**src/rtl/enc_seq_pkg.sv**
```systemverilog
package enc_seq_pkg;

    typedef enum logic [1:0] {
        ST_IDLE  = 2'b00,
        ST_SEND  = 2'b01,
        ST_AWAIT = 2'b10,
        ST_RECV  = 2'b11
    } seq_state_e;

    // States in which the serial clock toggles
    function automatic logic clocks_active(input seq_state_e s);
        return (s == ST_SEND) || (s == ST_RECV);
    endfunction

    // States in which reply-line edges realign the bit phase
    function automatic logic watches_line(input seq_state_e s);
        return (s == ST_AWAIT) || (s == ST_RECV);
    endfunction

endpackage

```
**src/rtl/enc_edge_det.sv**
```systemverilog
module enc_edge_det #(
    parameter int   SYNC_STAGES = 2,
    parameter logic RESET_LEVEL = 1'b0
) (
    input  logic clk,
    input  logic rst,
    input  logic sig_i,
    output logic level_o,
    output logic change_o
);
    localparam int N = SYNC_STAGES + 1;

    logic [N-1:0] pipe;

    always_ff @(posedge clk) begin
        if (rst) pipe <= {N{RESET_LEVEL}};
        else     pipe <= {pipe[N-2:0], sig_i};
    end

    assign level_o  = pipe[N-2];
    assign change_o = pipe[N-2] ^ pipe[N-1];

endmodule

```
**src/rtl/enc_bitclk_gen.sv**
```systemverilog
module enc_bitclk_gen #(
    parameter int BIT_CLKS = 40
) (
    input  logic clk,
    input  logic rst,
    input  logic hold_i,
    input  logic run_i,
    input  logic align_i,
    output logic sclk_o,
    output logic rise_o,
    output logic bit_end_o
);
    localparam int HALF = BIT_CLKS / 2;
    localparam int PH_W = $clog2(BIT_CLKS);

    logic [PH_W-1:0] ph;
    logic            at_end;

    assign at_end = (ph == PH_W'(BIT_CLKS - 1));

    always_ff @(posedge clk) begin
        if (rst || hold_i)          ph <= '0;
        else if (align_i || at_end) ph <= '0;
        else                        ph <= ph + PH_W'(1);
    end

    assign sclk_o    = !(run_i && (ph < PH_W'(HALF)));
    assign rise_o    = run_i && (ph == PH_W'(HALF - 1));
    assign bit_end_o = at_end;

    AST_PHASE_BOUND: assert property (@(posedge clk) disable iff (rst)
        ph < PH_W'(BIT_CLKS));

    AST_PHASE_HELD_IDLE: assert property (@(posedge clk) disable iff (rst)
        $past(hold_i) |-> (ph == '0));

endmodule

```
**src/rtl/enc_txn_fsm.sv**
```systemverilog
module enc_txn_fsm
    import enc_seq_pkg::*;
#(
    parameter int CNT_W = 16,
    parameter int WT_W  = 16
) (
    input  logic             clk,
    input  logic             rst,
    input  logic             start_pulse_i,
    input  logic             resp_fall_i,
    input  logic             resp_edge_i,
    input  logic             rise_i,
    input  logic             bit_end_i,
    input  logic [CNT_W-1:0] tx_clks_i,
    input  logic [CNT_W-1:0] rx_clks_i,
    input  logic [WT_W-1:0]  wait_limit_i,
    output seq_state_e       state_o,
    output logic [CNT_W-1:0] count_o,
    output logic             no_resp_o
);
    seq_state_e       state;
    logic [CNT_W-1:0] count;
    logic [CNT_W-1:0] target;
    logic [WT_W-1:0]  wcnt;
    logic             no_resp;
    logic             at_target;

    assign at_target = (count == target);

    always_ff @(posedge clk) begin
        if (rst) begin
            state   <= ST_IDLE;
            count   <= '0;
            target  <= '0;
            wcnt    <= '0;
            no_resp <= 1'b0;
        end else begin
            case (state)
                ST_IDLE: begin
                    if (start_pulse_i) begin
                        state   <= ST_SEND;
                        count   <= '0;
                        target  <= tx_clks_i;
                        no_resp <= 1'b0;
                    end
                end
                ST_SEND: begin
                    if (rise_i) count <= count + CNT_W'(1);
                    if (bit_end_i && at_target) begin
                        state <= ST_AWAIT;
                        wcnt  <= '0;
                    end
                end
                ST_AWAIT: begin
                    if (resp_fall_i) begin
                        state  <= ST_RECV;
                        target <= count + rx_clks_i;
                    end else if ((wait_limit_i != '0) &&
                                 (wcnt == wait_limit_i - WT_W'(1))) begin
                        state   <= ST_IDLE;
                        no_resp <= 1'b1;
                    end else begin
                        wcnt <= wcnt + WT_W'(1);
                    end
                end
                ST_RECV: begin
                    if (at_target) begin
                        if (bit_end_i || resp_edge_i) state <= ST_IDLE;
                    end else if (rise_i) begin
                        count <= count + CNT_W'(1);
                    end
                end
                default: state <= ST_IDLE;
            endcase
        end
    end

    assign state_o   = state;
    assign count_o   = count;
    assign no_resp_o = no_resp;

    AST_SEND_FROM_IDLE: assert property (@(posedge clk) disable iff (rst)
        (state == ST_SEND && $past(state) != ST_SEND) |-> $past(state) == ST_IDLE);

    AST_AWAIT_FROM_SEND: assert property (@(posedge clk) disable iff (rst)
        (state == ST_AWAIT && $past(state) != ST_AWAIT) |-> $past(state) == ST_SEND);

    AST_RECV_FROM_AWAIT: assert property (@(posedge clk) disable iff (rst)
        (state == ST_RECV && $past(state) != ST_RECV) |-> $past(state) == ST_AWAIT);

    AST_SEND_ENDS_ON_COUNT: assert property (@(posedge clk) disable iff (rst)
        ($past(state) == ST_SEND && state == ST_AWAIT) |-> count == $past(target));

    AST_RECV_NO_OVERCOUNT: assert property (@(posedge clk) disable iff (rst)
        (state == ST_RECV && $past(state) == ST_RECV && $past(at_target)) |-> $stable(count));

    AST_NORESP_ON_TIMEOUT: assert property (@(posedge clk) disable iff (rst)
        $rose(no_resp) |-> ($past(state) == ST_AWAIT && state == ST_IDLE));

endmodule

```
**src/rtl/enc_txn_seq.sv**
```systemverilog
module enc_txn_seq
    import enc_seq_pkg::*;
#(
    parameter int BIT_CLKS    = 40,
    parameter int CNT_W       = 16,
    parameter int WT_W        = 16,
    parameter int SYNC_STAGES = 2
) (
    input  logic             clk,
    input  logic             rst,
    input  logic             start_i,
    input  logic [CNT_W-1:0] tx_clks_i,
    input  logic [CNT_W-1:0] rx_clks_i,
    input  logic [WT_W-1:0]  wait_limit_i,
    input  logic             resp_i,
    output logic             sclk_o,
    output logic             tx_en_o,
    output logic             busy_o,
    output logic [1:0]       state_o,
    output logic             no_resp_o,
    output logic [CNT_W-1:0] clk_count_o
);
    logic       start_lvl, start_chg, start_pulse;
    logic       resp_lvl, resp_chg, resp_fall, align;
    logic       rise, bit_end;
    seq_state_e st;

    enc_edge_det #(.SYNC_STAGES(1), .RESET_LEVEL(1'b0)) u_start_edge (
        .clk      (clk),
        .rst      (rst),
        .sig_i    (start_i),
        .level_o  (start_lvl),
        .change_o (start_chg)
    );

    enc_edge_det #(.SYNC_STAGES(SYNC_STAGES), .RESET_LEVEL(1'b1)) u_resp_edge (
        .clk      (clk),
        .rst      (rst),
        .sig_i    (resp_i),
        .level_o  (resp_lvl),
        .change_o (resp_chg)
    );

    assign start_pulse = start_chg && start_lvl;
    assign resp_fall   = resp_chg && !resp_lvl;
    assign align       = resp_chg && watches_line(st);

    enc_bitclk_gen #(.BIT_CLKS(BIT_CLKS)) u_bitclk (
        .clk       (clk),
        .rst       (rst),
        .hold_i    (st == ST_IDLE),
        .run_i     (clocks_active(st)),
        .align_i   (align),
        .sclk_o    (sclk_o),
        .rise_o    (rise),
        .bit_end_o (bit_end)
    );

    enc_txn_fsm #(.CNT_W(CNT_W), .WT_W(WT_W)) u_fsm (
        .clk           (clk),
        .rst           (rst),
        .start_pulse_i (start_pulse),
        .resp_fall_i   (resp_fall),
        .resp_edge_i   (resp_chg),
        .rise_i        (rise),
        .bit_end_i     (bit_end),
        .tx_clks_i     (tx_clks_i),
        .rx_clks_i     (rx_clks_i),
        .wait_limit_i  (wait_limit_i),
        .state_o       (st),
        .count_o       (clk_count_o),
        .no_resp_o     (no_resp_o)
    );

    assign state_o = st;
    assign busy_o  = (st != ST_IDLE);
    assign tx_en_o = (st == ST_SEND);

    AST_SCLK_HIGH_WAIT: assert property (@(posedge clk) disable iff (rst)
        (st == ST_AWAIT) |-> sclk_o);

    AST_SCLK_HIGH_IDLE: assert property (@(posedge clk) disable iff (rst)
        !busy_o |-> sclk_o);

    AST_BUSY_START_IGNORED: assert property (@(posedge clk) disable iff (rst)
        (busy_o && start_pulse && st != ST_SEND) |=> st != ST_SEND);

endmodule

```
**config.mk**
```make
export PLATFORM = sky130hd
export DESIGN_NAME = enc_txn_seq
export DESIGN_NICKNAME = d
export VERILOG_FILES = /design/src/rtl/enc_seq_pkg.sv /design/src/rtl/enc_edge_det.sv /design/src/rtl/enc_bitclk_gen.sv /design/src/rtl/enc_txn_fsm.sv /design/src/rtl/enc_txn_seq.sv
export SDC_FILE = /design/constraint.sdc
export NUM_CORES = 1
export LEC_CHECK = 0
export BUFFER_PORTS_ARGS = -buffer_cell sky130_fd_sc_hd__buf_2
export CAP_MARGIN = 20
export CORE_ASPECT_RATIO = 1.2
export CORE_MARGIN = 2
export CORE_UTILIZATION = 60
export CTS_CLUSTER_DIAMETER = 200
export DETAILED_ROUTE_END_ITERATION = 8
export PLACE_DENSITY = 0.93
export SYNTH_ARGS = -nofsm -noshare
export SYNTH_HDL_FRONTEND = slang
export SYNTH_SLANG_ARGS = --single-unit
```
**constraint.sdc**
```tcl
create_clock -name clk -period 4.7 [get_ports clk]
set_input_delay 0 -clock clk [delete_from_list [all_inputs] [get_ports clk]]
set_output_delay 0 -clock clk [all_outputs]
set_load 0.1 [all_outputs]
```
==> metrics <==
count of unique library cells instantiated by Yosys 57; final WL about 12,000 microns; fraction of layout instances using a drive strength above 1 0.1696; type of the tightest min-delay check input pin to flop; wire length of the first global-routing pass about 20,000 microns; share of the core filled with cells 0.7325; gp weighted congestion roughly 0.95; kind of end point of the critical path flop; power density of the placed cells roughly 260 nW/um^2; total gr overflow 0; DRC violations left 0; clock buffer depth 2; post-synthesis instance area ~4300 sq um; Synth area leader dfxtp_1; leakage power roughly 1.9 nW; initial antenna violation count 0; Post-CTS Setup Inserts 0; most instantiated cells after synthesis dfxtp_1, nor2_1, xnor2_1, nand2_1, a21oi_1; number of top-level pins 74; routed via count 4,516; number of global-route vias before repair between 4,000 and 5,000; Avg WL per Cell about 17 microns; starting utilization of the core area 0.6213; max-slew violations 0; achievable clock frequency approximately 320 MHz; Post-synth top flop dfxtp_1; worst relative slew slack 0.3469; run status complete, no violations; synthesis-to-finish area growth 17.90%; worst skew pair latency 0.36 ns; peak supply drop around 0.17 mV; most frequent cell after synthesis dfxtp_1; top-area cell type share of the netlist area 0.2897; DIE WIDTH 81.14 microns; fill cell count between 400 and 500; number of CTS-inserted buffers 9; overall power of the completed layout between 0.001 and 0.0015 W; placed wire-length estimate approximately 8500 microns; worst hold slack between 0.01 and 0.015 ns; number of warning messages in the yosys log 0; Critical Path, Cell by Cell xnor2_1 > nand4_1 > nor4_1 > a2111oi_0 > buf_4 > o211ai_1 > nor4_1 > xnor2_1 > nor2_1; number of H-tree levels 3; transition time at the pin with the least slew margin between 0.9 and 1 ns; Slowest Stage Delay on Critical Path around 0.71 ns; area of the core region between 6000 and 7000 sq um; layout net count 694; max-cap viol count 0; worst setup skew after layout roughly 0.011 ns; TNS Setup 0 ns; Iter 0 DRT Violations roughly 360; placed cell areas around 4700 sq um; final-report setup violation count 0; total of flip-flops plus latches after synthesis 62; required time worst endpoint between 4 and 5 ns; clock-pin slew on the worst setup and hold paths around 0.08 ns; mean area per synthesized cell between 7 and 8 sq um; number of enable-type register cells in the synthesized netlist 0; drt via density between 6 and 7; maximum fanout encountered on the critical timing path 8; Overall Global Routing Usage 0.3217; # clock sinks 62; y dimension of the die 96.57 microns; Row Count 33; Design Area, Final around 5000 sq um; highest-delay cell along the critical path nor4_1; number of I/O port buffers 73; minimum clock period ~3.2 ns; top cells by area, synth dfxtp_1, xnor2_1, ha_1, nor2_1, nand2_1; post-synthesis net count ~610; fraction of registers with async set/reset 0; Worst Setup Start Kind flop; Detailed Routing Iterations Pass 1 5; number of nets still failing antenna checks after routing 0; Hold Vio Cnt, Final 0; number of instances in the synthesized netlist about 540; setup repair after global routing missed its margin no; largest net degree at the start of global routing 34; Setup Crit Path Kind flop to flop; TritonCTS clock tree built; Diodes inserted 0; post-synthesis sequential area ratio 0.2897; arrival time reported for the critical path endpoint 3.40 ns; DIE AREA approximately 7800 sq um; cell at the root of the clock tree clkbuf_8; share of the clock period used by the worst path 0.6726
routing by layer:
layer  vias to the layer above  GRT usage  wire, microns
li1                       2109          -              -
met5                         -          0              0
met2                       237     0.5771           6311
met4                         0     0.2048            582
met3                        63    0.05483            805
met1                      2107     0.3472           4534
placed cells by master, fill, tap and decap left out, types with 4 or more instances in the layout:
cell / synthesis / final
clkbuf_8: 0 / 9
inv_1: 25 / 25
and2_1: 8 / 8
and3_1: 4 / 4
a211oi_1: 11 / 11
nand3_1: 26 / 26
a21oi_1: 29 / 28
or2_2: 8 / 8
a311oi_1: 5 / 5
buf_2: 2 / 73
a41oi_1: 4 / 4
o211ai_1: 4 / 4
nor2_1: 50 / 50
nand2_1: 41 / 41
xnor2_1: 50 / 50
a21o_1: 7 / 7
ha_1: 21 / 21
nand4_1: 12 / 12
o2111ai_1: 4 / 4
a31oi_1: 12 / 12
nor3b_1: 6 / 6
o21ai_0: 21 / 21
nor2b_1: 10 / 10
nor4_1: 5 / 5
nand2b_1: 6 / 6
dfxtp_1: 62 / 62
xor2_1: 17 / 17
nor3_1: 16 / 16
dlygate4sd3_1: 0 / 17
or3_1: 12 / 12
path summary, 6_finish.rpt:
| kind | from | to | slack (ns) | cells after the start |
|---|---|---|---|---|
| setup / recovery | u_fsm.count_o[8] | u_fsm.count_o[15] | 1.54 | 9 |
| hold / removal | tx_clks_i[2] | u_fsm.target[2] | 0.01 | 3 |
| setup reg to reg | u_fsm.count_o[8] | u_fsm.count_o[15] | 1.54 | 9 |
| hold reg to reg | u_resp_edge.pipe[0] | u_resp_edge.pipe[1] | 0.41 | 1 |
registers in the layout (all words and copies together), names as in the netlist:
name,cells
u_bitclk.ph,6
u_fsm.target,16
u_fsm.no_resp_o,1
u_start_edge.pipe,2
u_fsm.state_o,2
u_resp_edge.pipe,3
u_fsm.wcnt,16
u_fsm.count_o,16
worst max-delay path: cells and delay by family (launching register included):
family,cells,cell delay [ns]
AO/OA/AOI/OAI,2,0.86
XOR/XNOR,2,0.37
buffers and inverters,1,0.22
flip-flops,1,0.55
AND/OR/NAND/NOR,4,1.02
per-stage QoR:
stage,cells,worst slack (ns)
after floorplan,537,0.6746
after global placement,679,1.839
after detailed placement,679,1.664
after CTS,712,1.580
after global routing,712,1.348
final,712,1.539
report_power, final:
group	internal (W)	switching (W)	leakage, nW	total (W)
Combinational	0.0000959	0.000171	1.33	0.000267
Sequential	0.000546	0.0000221	0.503	0.000568
Clock	0.000244	0.000223	0.0964	0.000467
layout make-up:
cell class / instances / area, sq um / area share
Timing Repair Buffer: 92 / 550.5 / 0.1090
Tap cell: 87 / 108.9 / 0.02155
Inverter: 25 / 93.84 / 0.01858
Multi-Input combinational cell: 430 / 2868 / 0.5677
Clock buffer: 10 / 127.6 / 0.02527
Clock inverter: 6 / 61.31 / 0.01214
Sequential cell: 62 / 1241 / 0.2457
cell families (layout without fill, tap and decap cells):
| logic type | count (synthesis) | count (layout) | synth area share |
|---|---|---|---|
| xor gates and xnor gates | 67 | 67 | 0.1370 |
| AOI/OAI and AO/OA | 125 | 125 | 0.2041 |
| buffers and inverters | 45 | 133 | 0.04176 |
| DFF | 62 | 62 | 0.2897 |
| muxes | 2 | 2 | 0.004965 |
| and+or+nand+nor | 214 | 214 | 0.2564 |
| adders and majority gates | 22 | 22 | 0.06600 |
what timing repair did:
item,CTS,global route
hold buffers,17,0
endpoints found under the hold margin,17,0
resized for setup,0,0
No activity file was read; power rests on OpenSTA's default activity.
